==> config.mk <==
export PLATFORM = sky130hd
export DESIGN_NAME = agu_update
export DESIGN_NICKNAME = d
export VERILOG_FILES = /design/src/rtl/agu_pkg.sv /design/src/rtl/agu_offset_add.sv /design/src/rtl/agu_mod_wrap.sv /design/src/rtl/agu_revcarry_add.sv /design/src/rtl/agu_update.sv
export SDC_FILE = /design/constraint.sdc
export NUM_CORES = 1
export LEC_CHECK = 0
export BUFFER_PORTS_ARGS = -buffer_cell sky130_fd_sc_hd__buf_2
export CAP_MARGIN = 5
export CORE_MARGIN = 1
export CORE_UTILIZATION = 35
export DETAILED_ROUTE_END_ITERATION = 8
export HOLD_SLACK_MARGIN = 0.03
export PLACE_DENSITY = 0.52
export SKIP_CTS_REPAIR_TIMING = 1
export SLEW_MARGIN = 40
export SYNTH_ARGS = -nofsm -noshare
export SYNTH_HDL_FRONTEND = slang
export SYNTH_SLANG_ARGS = --single-unit
==> constraint.sdc <==
create_clock -name clk -period 0.9 [get_ports clk]
set_clock_uncertainty 0.15 [all_clocks]
set_input_delay 0.18 -clock clk [delete_from_list [all_inputs] [get_ports clk]]
set_output_delay 0.18 -clock clk [all_outputs]
set_load 0.005 [all_outputs]
==> src/rtl/agu_pkg.sv <==
package agu_pkg;

  typedef enum logic [1:0] {
    STEP_INC  = 2'b00,
    STEP_DEC  = 2'b01,
    STEP_ADDN = 2'b10,
    STEP_SUBN = 2'b11
  } step_e;

  typedef enum logic [1:0] {
    ARITH_LIN = 2'b00,
    ARITH_MOD = 2'b01,
    ARITH_REV = 2'b10
  } arith_e;

endpackage

==> src/rtl/agu_offset_add.sv <==
// Plain adder: address plus or minus the selected magnitude, with one extra bit
// kept so the wrap logic sees overflow past the top and borrow below zero.
module agu_offset_add #(
  parameter int AW = 16
) (
  input  logic [AW-1:0] addr,
  input  logic [AW-1:0] offset,
  input  logic [1:0]    step,
  output logic [AW-1:0] mag,
  output logic          down,
  output logic [AW:0]   sum_ext
);
  localparam logic [AW-1:0] ONE = AW'(1);

  always_comb begin
    mag  = step[1] ? offset : ONE;
    down = step[0];
    if (down) sum_ext = {1'b0, addr} - {1'b0, mag};
    else      sum_ext = {1'b0, addr} + {1'b0, mag};
  end
endmodule

==> src/rtl/agu_mod_wrap.sv <==
// Circular correction: finds the buffer window from the modifier, tests the
// plain sum against it and forms sum -/+ M for the wrapped case.
module agu_mod_wrap #(
  parameter int AW = 16
) (
  input  logic [AW-1:0] addr,
  input  logic [AW-1:0] mod_m1,
  input  logic [AW:0]   sum_ext,
  input  logic          down,
  output logic          wrap,
  output logic [AW-1:0] result
);
  localparam int SMEAR = $clog2(AW);

  logic [AW-1:0] mask, base, size;
  logic [AW:0]   top_ext;
  logic          wrap_hi, wrap_lo;

  always_comb begin
    mask = mod_m1;
    for (int i = 0; i < SMEAR; i++) begin
      mask = mask | (mask >> (1 << i));
    end
  end

  always_comb begin
    base    = addr & ~mask;
    top_ext = {1'b0, base} + {1'b0, mod_m1};
    size    = mod_m1 + AW'(1);
    wrap_hi = !down && (sum_ext > top_ext);
    wrap_lo = down && (sum_ext[AW] || (sum_ext[AW-1:0] < base));
    wrap    = wrap_hi | wrap_lo;
    result  = wrap_hi ? (sum_ext[AW-1:0] - size) : (sum_ext[AW-1:0] + size);
  end
endmodule

==> src/rtl/agu_revcarry_add.sv <==
// Reverse-carry adder: mirrors both operands, adds or subtracts, mirrors back.
module agu_revcarry_add #(
  parameter int AW = 16
) (
  input  logic [AW-1:0] a,
  input  logic [AW-1:0] b,
  input  logic          down,
  output logic [AW-1:0] y
);
  logic [AW-1:0] ra, rb, rs;

  for (genvar i = 0; i < AW; i++) begin : g_mirror
    assign ra[i]      = a[AW-1-i];
    assign rb[i]      = b[AW-1-i];
    assign y[AW-1-i]  = rs[i];
  end

  always_comb begin
    if (down) rs = ra - rb;
    else      rs = ra + rb;
  end
endmodule

==> src/rtl/agu_update.sv <==
module agu_update #(
  parameter int AW = 16
) (
  input  logic          clk,
  input  logic          rst_n,
  input  logic          in_valid,
  input  logic [AW-1:0] addr_in,
  input  logic [AW-1:0] offset_in,
  input  logic [AW-1:0] modifier_in,
  input  logic [1:0]    step_sel,
  output logic          out_valid,
  output logic [AW-1:0] addr_out
);
  import agu_pkg::*;

  localparam logic [AW-1:0] LIN_CODE = '1;
  localparam logic [AW-1:0] REV_CODE = '0;

  arith_e        mode;
  logic [AW-1:0] mag, lin_sum, mod_sum, rev_sum;
  logic [AW:0]   sum_ext;
  logic          down, wrap;
  logic [AW-1:0] addr_d;
  logic          valid_d;

  always_comb begin
    if (modifier_in == REV_CODE)                               mode = ARITH_REV;
    else if (modifier_in == LIN_CODE || modifier_in[AW-1])     mode = ARITH_LIN;
    else                                                       mode = ARITH_MOD;
  end

  agu_offset_add #(.AW(AW)) u_ofs (
    .addr    (addr_in),
    .offset  (offset_in),
    .step    (step_sel),
    .mag     (mag),
    .down    (down),
    .sum_ext (sum_ext)
  );

  assign lin_sum = sum_ext[AW-1:0];

  agu_mod_wrap #(.AW(AW)) u_mod (
    .addr    (addr_in),
    .mod_m1  (modifier_in),
    .sum_ext (sum_ext),
    .down    (down),
    .wrap    (wrap),
    .result  (mod_sum)
  );

  agu_revcarry_add #(.AW(AW)) u_rev (
    .a    (addr_in),
    .b    (mag),
    .down (down),
    .y    (rev_sum)
  );

  always_comb begin
    valid_d = in_valid;
    addr_d  = addr_out;
    if (in_valid) begin
      unique case (mode)
        ARITH_MOD: addr_d = wrap ? mod_sum : lin_sum;
        ARITH_REV: addr_d = rev_sum;
        default:   addr_d = lin_sum;
      endcase
    end
  end

  always_ff @(posedge clk or negedge rst_n) begin
    if (!rst_n) begin
      out_valid <= 1'b0;
      addr_out  <= '0;
    end else begin
      out_valid <= valid_d;
      if (in_valid) addr_out <= addr_d;
    end
  end
endmodule

==> flow_summary.ini, run 1 <==
[global_route]
grt_use_total_pct = 27.1
grt_pass1_vias = 7631
grt_pass1_wl_um = 39100
antenna_found_initial = 0
grt_overflow = 0
grt_max_degree = 26

[logic_synthesis]
synth_area_per_cell_um2 = 7.27
syn_nets = 1024
synthTopCellsByArea = ha_1 (18%), xnor2_1 (7.4%), dfrtp_1 (6.7%)
synth-seq-cells = 17
yosys.area.top_type = ha_1
ys_warn_count = 0
synth_top_area_share_pct = 17.9
syn_area_mm2 = 0.00637
synth-seq-area-share_pct = 6.68
synthCells = 876
ys_types = 85
synth_edf_count = 0
synthFlopType = dfrtp_1
ys_async_sr_fraction_pct = 100

[sta]
rsz0062_at_grt = true
final.setup.worst_slack_ns = -6.00
finalSetupTns_ns = -87.79
finalCritPeriodShare_pct = 766
maxSlewHeadroom_pct = 61.0
max_freq_mhz = 145
worstMarginPinSlew_ns = 0.584
worst_hold_slack_ns = -0.302
timing.final.max_slew_violations = 0
hold_viol = 17
layout_min_cycle_time_ns = 6.90
setup_viol = 33

[route]
final_antenna_net_count = 0
via_per_inst = 5.28
vias = 7996
drt_iter0_markers = 383
drc = 0
drt-total-wl_um = 25400
routedWlPerCell_um = 16.8
dr.pass1.iters = 5

[die]
die_x_um = 137
start_util_pct = 36.3
dieArea_mm2 = 0.0187
ios = 70
rows = 48
die_y_um = 137
core_area_mm2 = 0.0175

[run_status]
violations = hold timing, setup timing
status = finished with violations

[cells_and_area]
diodes = 0
multiInputGateArea_mm2 = 0.00604
fin_nets = 1439
fillers = 1687
seqCellArea_um2 = 425
post-route-util_pct = 58.2
area_delta_synth_final_pct = 60.4
drive_gt1_share_pct = 41.3

[clock_network]
cts_root_buffer = clkbuf_16
clockBufferDepth = 2
cts_tree = done
path_clk_slew_ns = 0.05
htreeDepth = 1
clkSinkCount = 17
cts_buffers = 3
clkLatencyLatePin_ns = 0.25

[setup_path]
critPathMaxFanout = 4
crit_path_max_incr_delay_ns = 0.41
timing.rr.end = addr_out[0]
reg2reg_slack_ns = -0.21
cp_slowest_cell = or4_1
critPathCaptureType = flip-flop
path_class = in -> reg
ff2ff_path_depth = 3
start_kind = primary input
cp.required_ns = 0.93
timing.rr.start = addr_out[0]
worstPathArrival_ns = 6.93

[power]
power_switching_w = 0.00812
power.share.switching_pct = 45.4
intPower_w = 0.00976
comb_power_share_pct = 87.6
p_clk_share_pct = 5.1
peakVddDrop_mv = 1.11
power_density_mw_per_mm2 = 1750
pwr-share-seq_pct = 7.3
leakagePower_nw = 5.01

[worst_hold_path]
hp-class = in -> async

[place]
place.gp.congestion = 0.922
hpwl_um = 21600
numPortBuffers = 69

[flow_run]
maxCapViolCount = 0
## power groups by stage
stage / clock network (W) / logic [W] / registers, W
6_report: 0.000904 / 0.0157 / 0.00131
3_5_place_dp: 0 / 0.0141 / 0.00132
3_3_place_gp: 0 / 0.0140 / 0.00133
4_1_cts: 0.000905 / 0.0142 / 0.00132
5_1_grt: 0.000947 / 0.0170 / 0.00133
2_1_floorplan: 0 / 0.00808 / 0.00132
## worst max-delay path by stage
stage / startpoint / endpoint / slack [ns] / depth (start not counted)
floorplan: modifier_in[8] / addr_out[15] / -6.06 / 38
global placement: modifier_in[8] / addr_out[15] / -6.24 / 38
detailed placement: modifier_in[8] / addr_out[15] / -6.32 / 38
CTS: modifier_in[8] / addr_out[15] / -6.09 / 38
global route: modifier_in[8] / addr_out[15] / -6.28 / 37
finish: modifier_in[8] / addr_out[15] / -6.00 / 37
## worst max-delay path: cells and delay by family
kind,cells,cell delay [ns]
AO/OA/AOI/OAI,16,3.10
XOR/XNOR,3,0.50
adder cells (fa/ha/maj),3,0.77
buffers and inverters,2,0.20
AND/OR/NAND/NOR,13,2.18
## area by class of cell
| type | count | area share, % |
|---|---|---|
| Multi-Input combinational cell | 788 | 59.2 |
| Timing Repair Buffer | 438 | 31.6 |
| Sequential cell | 17 | 4.17 |
| Tap cell | 225 | 2.76 |
| Inverter | 43 | 1.58 |
| Clock buffer | 4 | 0.772 |
## layout by cell type (no fill, tap or decap), drive strengths merged, types with 6 or more instances in the layout
master / synthesis / final
nor4: 10 / 10
inv: 43 / 43
mux2i: 9 / 9
nand4: 10 / 10
nand2: 75 / 75
nand3: 32 / 32
a31oi: 17 / 17
a21o: 20 / 20
o31ai: 9 / 9
buf: 7 / 438
xor2: 40 / 40
ha: 91 / 91
o21a: 13 / 13
or2: 8 / 8
nand2b: 18 / 18
xnor2: 54 / 54
o211ai: 9 / 9
a21oi: 63 / 63
dfrtp: 17 / 17
a211oi: 9 / 9
nand3b: 7 / 7
and3: 15 / 15
o32a: 6 / 6
nor3: 22 / 22
nor2b: 13 / 13
nor2: 88 / 88
o21ai: 66 / 66
## per-stage QoR
stage	power (W)	setup WS, ns	cells	cell area [µm²]
3_5_place_dp	0.0154	-6.32	1498	9760
2_1_floorplan	0.00940	-6.06	876	6580
6_report	0.0179	-6.00	1515	10200
4_1_cts	0.0164	-6.09	1502	9840
3_3_place_gp	0.0153	-6.24	1498	9760
5_1_grt	0.0193	-6.28	1515	10200
## synthesized netlist by cell type (all sizes together), types with 17 or more instances
master and n:
a21o 20, a21oi 63, a31oi 17, clkbuf 21
dfrtp 17, ha 91, inv 43, nand2 75
nand2b 18, nand3 32, nor2 88, nor3 22
o21ai 66, xnor2 54, xor2 40
## logic make-up after synthesis
logic type,after synthesis,share of synthesized area [%]
multiplexers,9,1.41
flip-flops,17,6.68
buffers and inverters,71,4.38
adder cells (fa/ha/maj),96,19.3
AND/OR/NAND/NOR,320,25.6
XOR/XNOR,95,13.4
AO/OA/AOI/OAI,268,29.2
## routing by layer
layer	GRT usage (%)	routed length [µm]	vias to the layer above	share of wire, %
met4	7.63	612	0	2.4
met3	1.33	914	39	3.6
li1	-	-	4063	-
met2	46.9	11900	174	47
met5	0	0	-	0
met1	36.4	11900	3720	47
## registers in the layout, summed over array words and instances (netlist names)
register   flops
out_valid      1
addr_out      16
(Power assumes the default switching activity.)
==> run 2, diff against run 1 <==
--- a/config.mk
+++ b/config.mk
@@ -11,7 +11,7 @@
 export CORE_UTILIZATION = 35
 export DETAILED_ROUTE_END_ITERATION = 8
 export HOLD_SLACK_MARGIN = 0.03
-export PLACE_DENSITY = 0.52
+export PLACE_DENSITY = 0.57
 export SKIP_CTS_REPAIR_TIMING = 1
 export SLEW_MARGIN = 40
 export SYNTH_ARGS = -nofsm -noshare
==> run 2 against run 1 <==
The flow still finishes with violations (hold timing, setup timing). Worst hold slack got worse by 0.0063 ns. Die area stayed put. Sequential power barely moved. Cell area rose by 1.7%. Global-route usage down 0.34 points. Power up 0.47%. Count of clock-buffer cells in the layout is 1 lower. Largest cell class unchanged. Largest power group unchanged.
==> flow_summary.ini, run 2 (synthesis gave the netlist of run 1 again) <==
[global_route]
antenna_found_initial = 0
grt_max_degree = 27
grt_use_total_pct = 26.8
grt_pass1_wl_um = 38700
grt_pass1_vias = 7724
grt_overflow = 0

[sta]
finalSetupTns_ns = -85.91
timing.final.max_slew_violations = 0
setup_viol = 33
maxSlewHeadroom_pct = 60.4
final.setup.worst_slack_ns = -5.83
rsz0062_at_grt = true
hold_viol = 17
finalCritPeriodShare_pct = 748
max_freq_mhz = 149
worst_hold_slack_ns = -0.308
worstMarginPinSlew_ns = 0.593
layout_min_cycle_time_ns = 6.73

[setup_path]
crit_top_cell = ha_1
path_class = in -> reg
critPathCaptureType = flip-flop
cp_top_family = compound AO/OA/AOI/OAI gates
critPathMaxFanout = 5
critPathBufInv = 2
cp.required_ns = 0.93
start_kind = primary input
worstPathArrival_ns = 6.76
cp_slowest_cell = or4_1
crit_path_max_incr_delay_ns = 0.41

[cells_and_area]
diodes = 0
reg_top3 = addr_out x16, out_valid x1
layout_common_cells = buf_4 (363), ha_1 (85), nor2_1 (79)
area_delta_synth_final_pct = 63.1
drive_gt1_share_pct = 43.6
final_area_mm2 = 0.0104
fillers = 1610
post-route-util_pct = 59.2
layout_commonest_cell = buf_4
fin_nets = 1444
largest_reg_flops = 16
regMostFlops = addr_out

[die]
ios = 70
die_y_um = 137
dieArea_mm2 = 0.0187
die_x_um = 137
rows = 48
start_util_pct = 36.3
core_area_mm2 = 0.0175

[route]
drt_iter0_markers = 416
via_per_inst = 5.43
routedWlPerCell_um = 16.9
final_antenna_net_count = 0
dr.pass1.iters = 5
drc = 0
drt-total-wl_um = 25600
vias = 8254

[clock_network]
clkLatencyLatePin_ns = 0.25
cts_buffers = 3
clockBufferDepth = 2
htreeDepth = 1
cts_tree = done
path_clk_slew_ns = 0.05
cts_root_buffer = clkbuf_16
clkSinkCount = 17

[place]
hpwl_um = 21300
place.gp.congestion = 0.955
dpl_cell_area_mm2 = 0.00971
numPortBuffers = 69

[worst_hold_path]
hp-class = in -> async

[run_status]
status = finished with violations
violations = hold timing, setup timing

[power]
peakVddDrop_mv = 1.10
power_density_mw_per_mm2 = 1730
leakagePower_nw = 5.07
p_total_w = 0.0180

[flow_run]
maxCapViolCount = 0
==> run 2: per-stage QoR <==
step | setup slack [ns] | cells
finish | -5.83 | 1520
global route | -6.17 | 1520
CTS | -5.98 | 1499
detailed placement | -6.22 | 1495
global placement | -6.02 | 1495
floorplan | -6.06 | 876
==> run 2: path summary, 6_finish.rpt <==
check                             startpoint  slack (ns)  cells past startpoint            to
worst max-delay path            offset_in[3]       -5.83                     36  addr_out[15]
worst min-delay path                   rst_n       -0.31                      1  addr_out[10]
worst max register to register   addr_out[0]       -0.33                      5   addr_out[0]
worst min register to register   addr_out[3]        0.37                      2   addr_out[3]
max in group asynchronous              rst_n        0.63                      1  addr_out[15]
min in group clk                    in_valid        0.16                      2     out_valid
==> run 2: layout make-up <==
type | instances | area [µm²] | area share [%]
sequential | 17 | 425 | 4.10
multi-input combinational | 789 | 6200 | 59.7
tap | 225 | 282 | 2.71
clock inverter | 1 | 5.00 | 0.0482
clock buffer | 3 | 75.1 | 0.723
timing repair buffer | 442 | 3230 | 31.1
inverter | 43 | 164 | 1.58
==> run 2: where the power goes <==
group,internal (W),switching (W),total [W]
logic,0.00802,0.00772,0.0157
registers,0.00111,0.000230,0.00134
clock network,0.000594,0.000292,0.000886
==> run 2: layer usage <==
layer / up-vias / routed length (µm) / global-route usage (%)
met3: 56 / 1450 / 2.33
met4: 0 / 796 / 8.55
met2: 274 / 12100 / 45.4
li1: 4073 / - / -
met5: - / 0 / 0
met1: 3851 / 11300 / 35.7
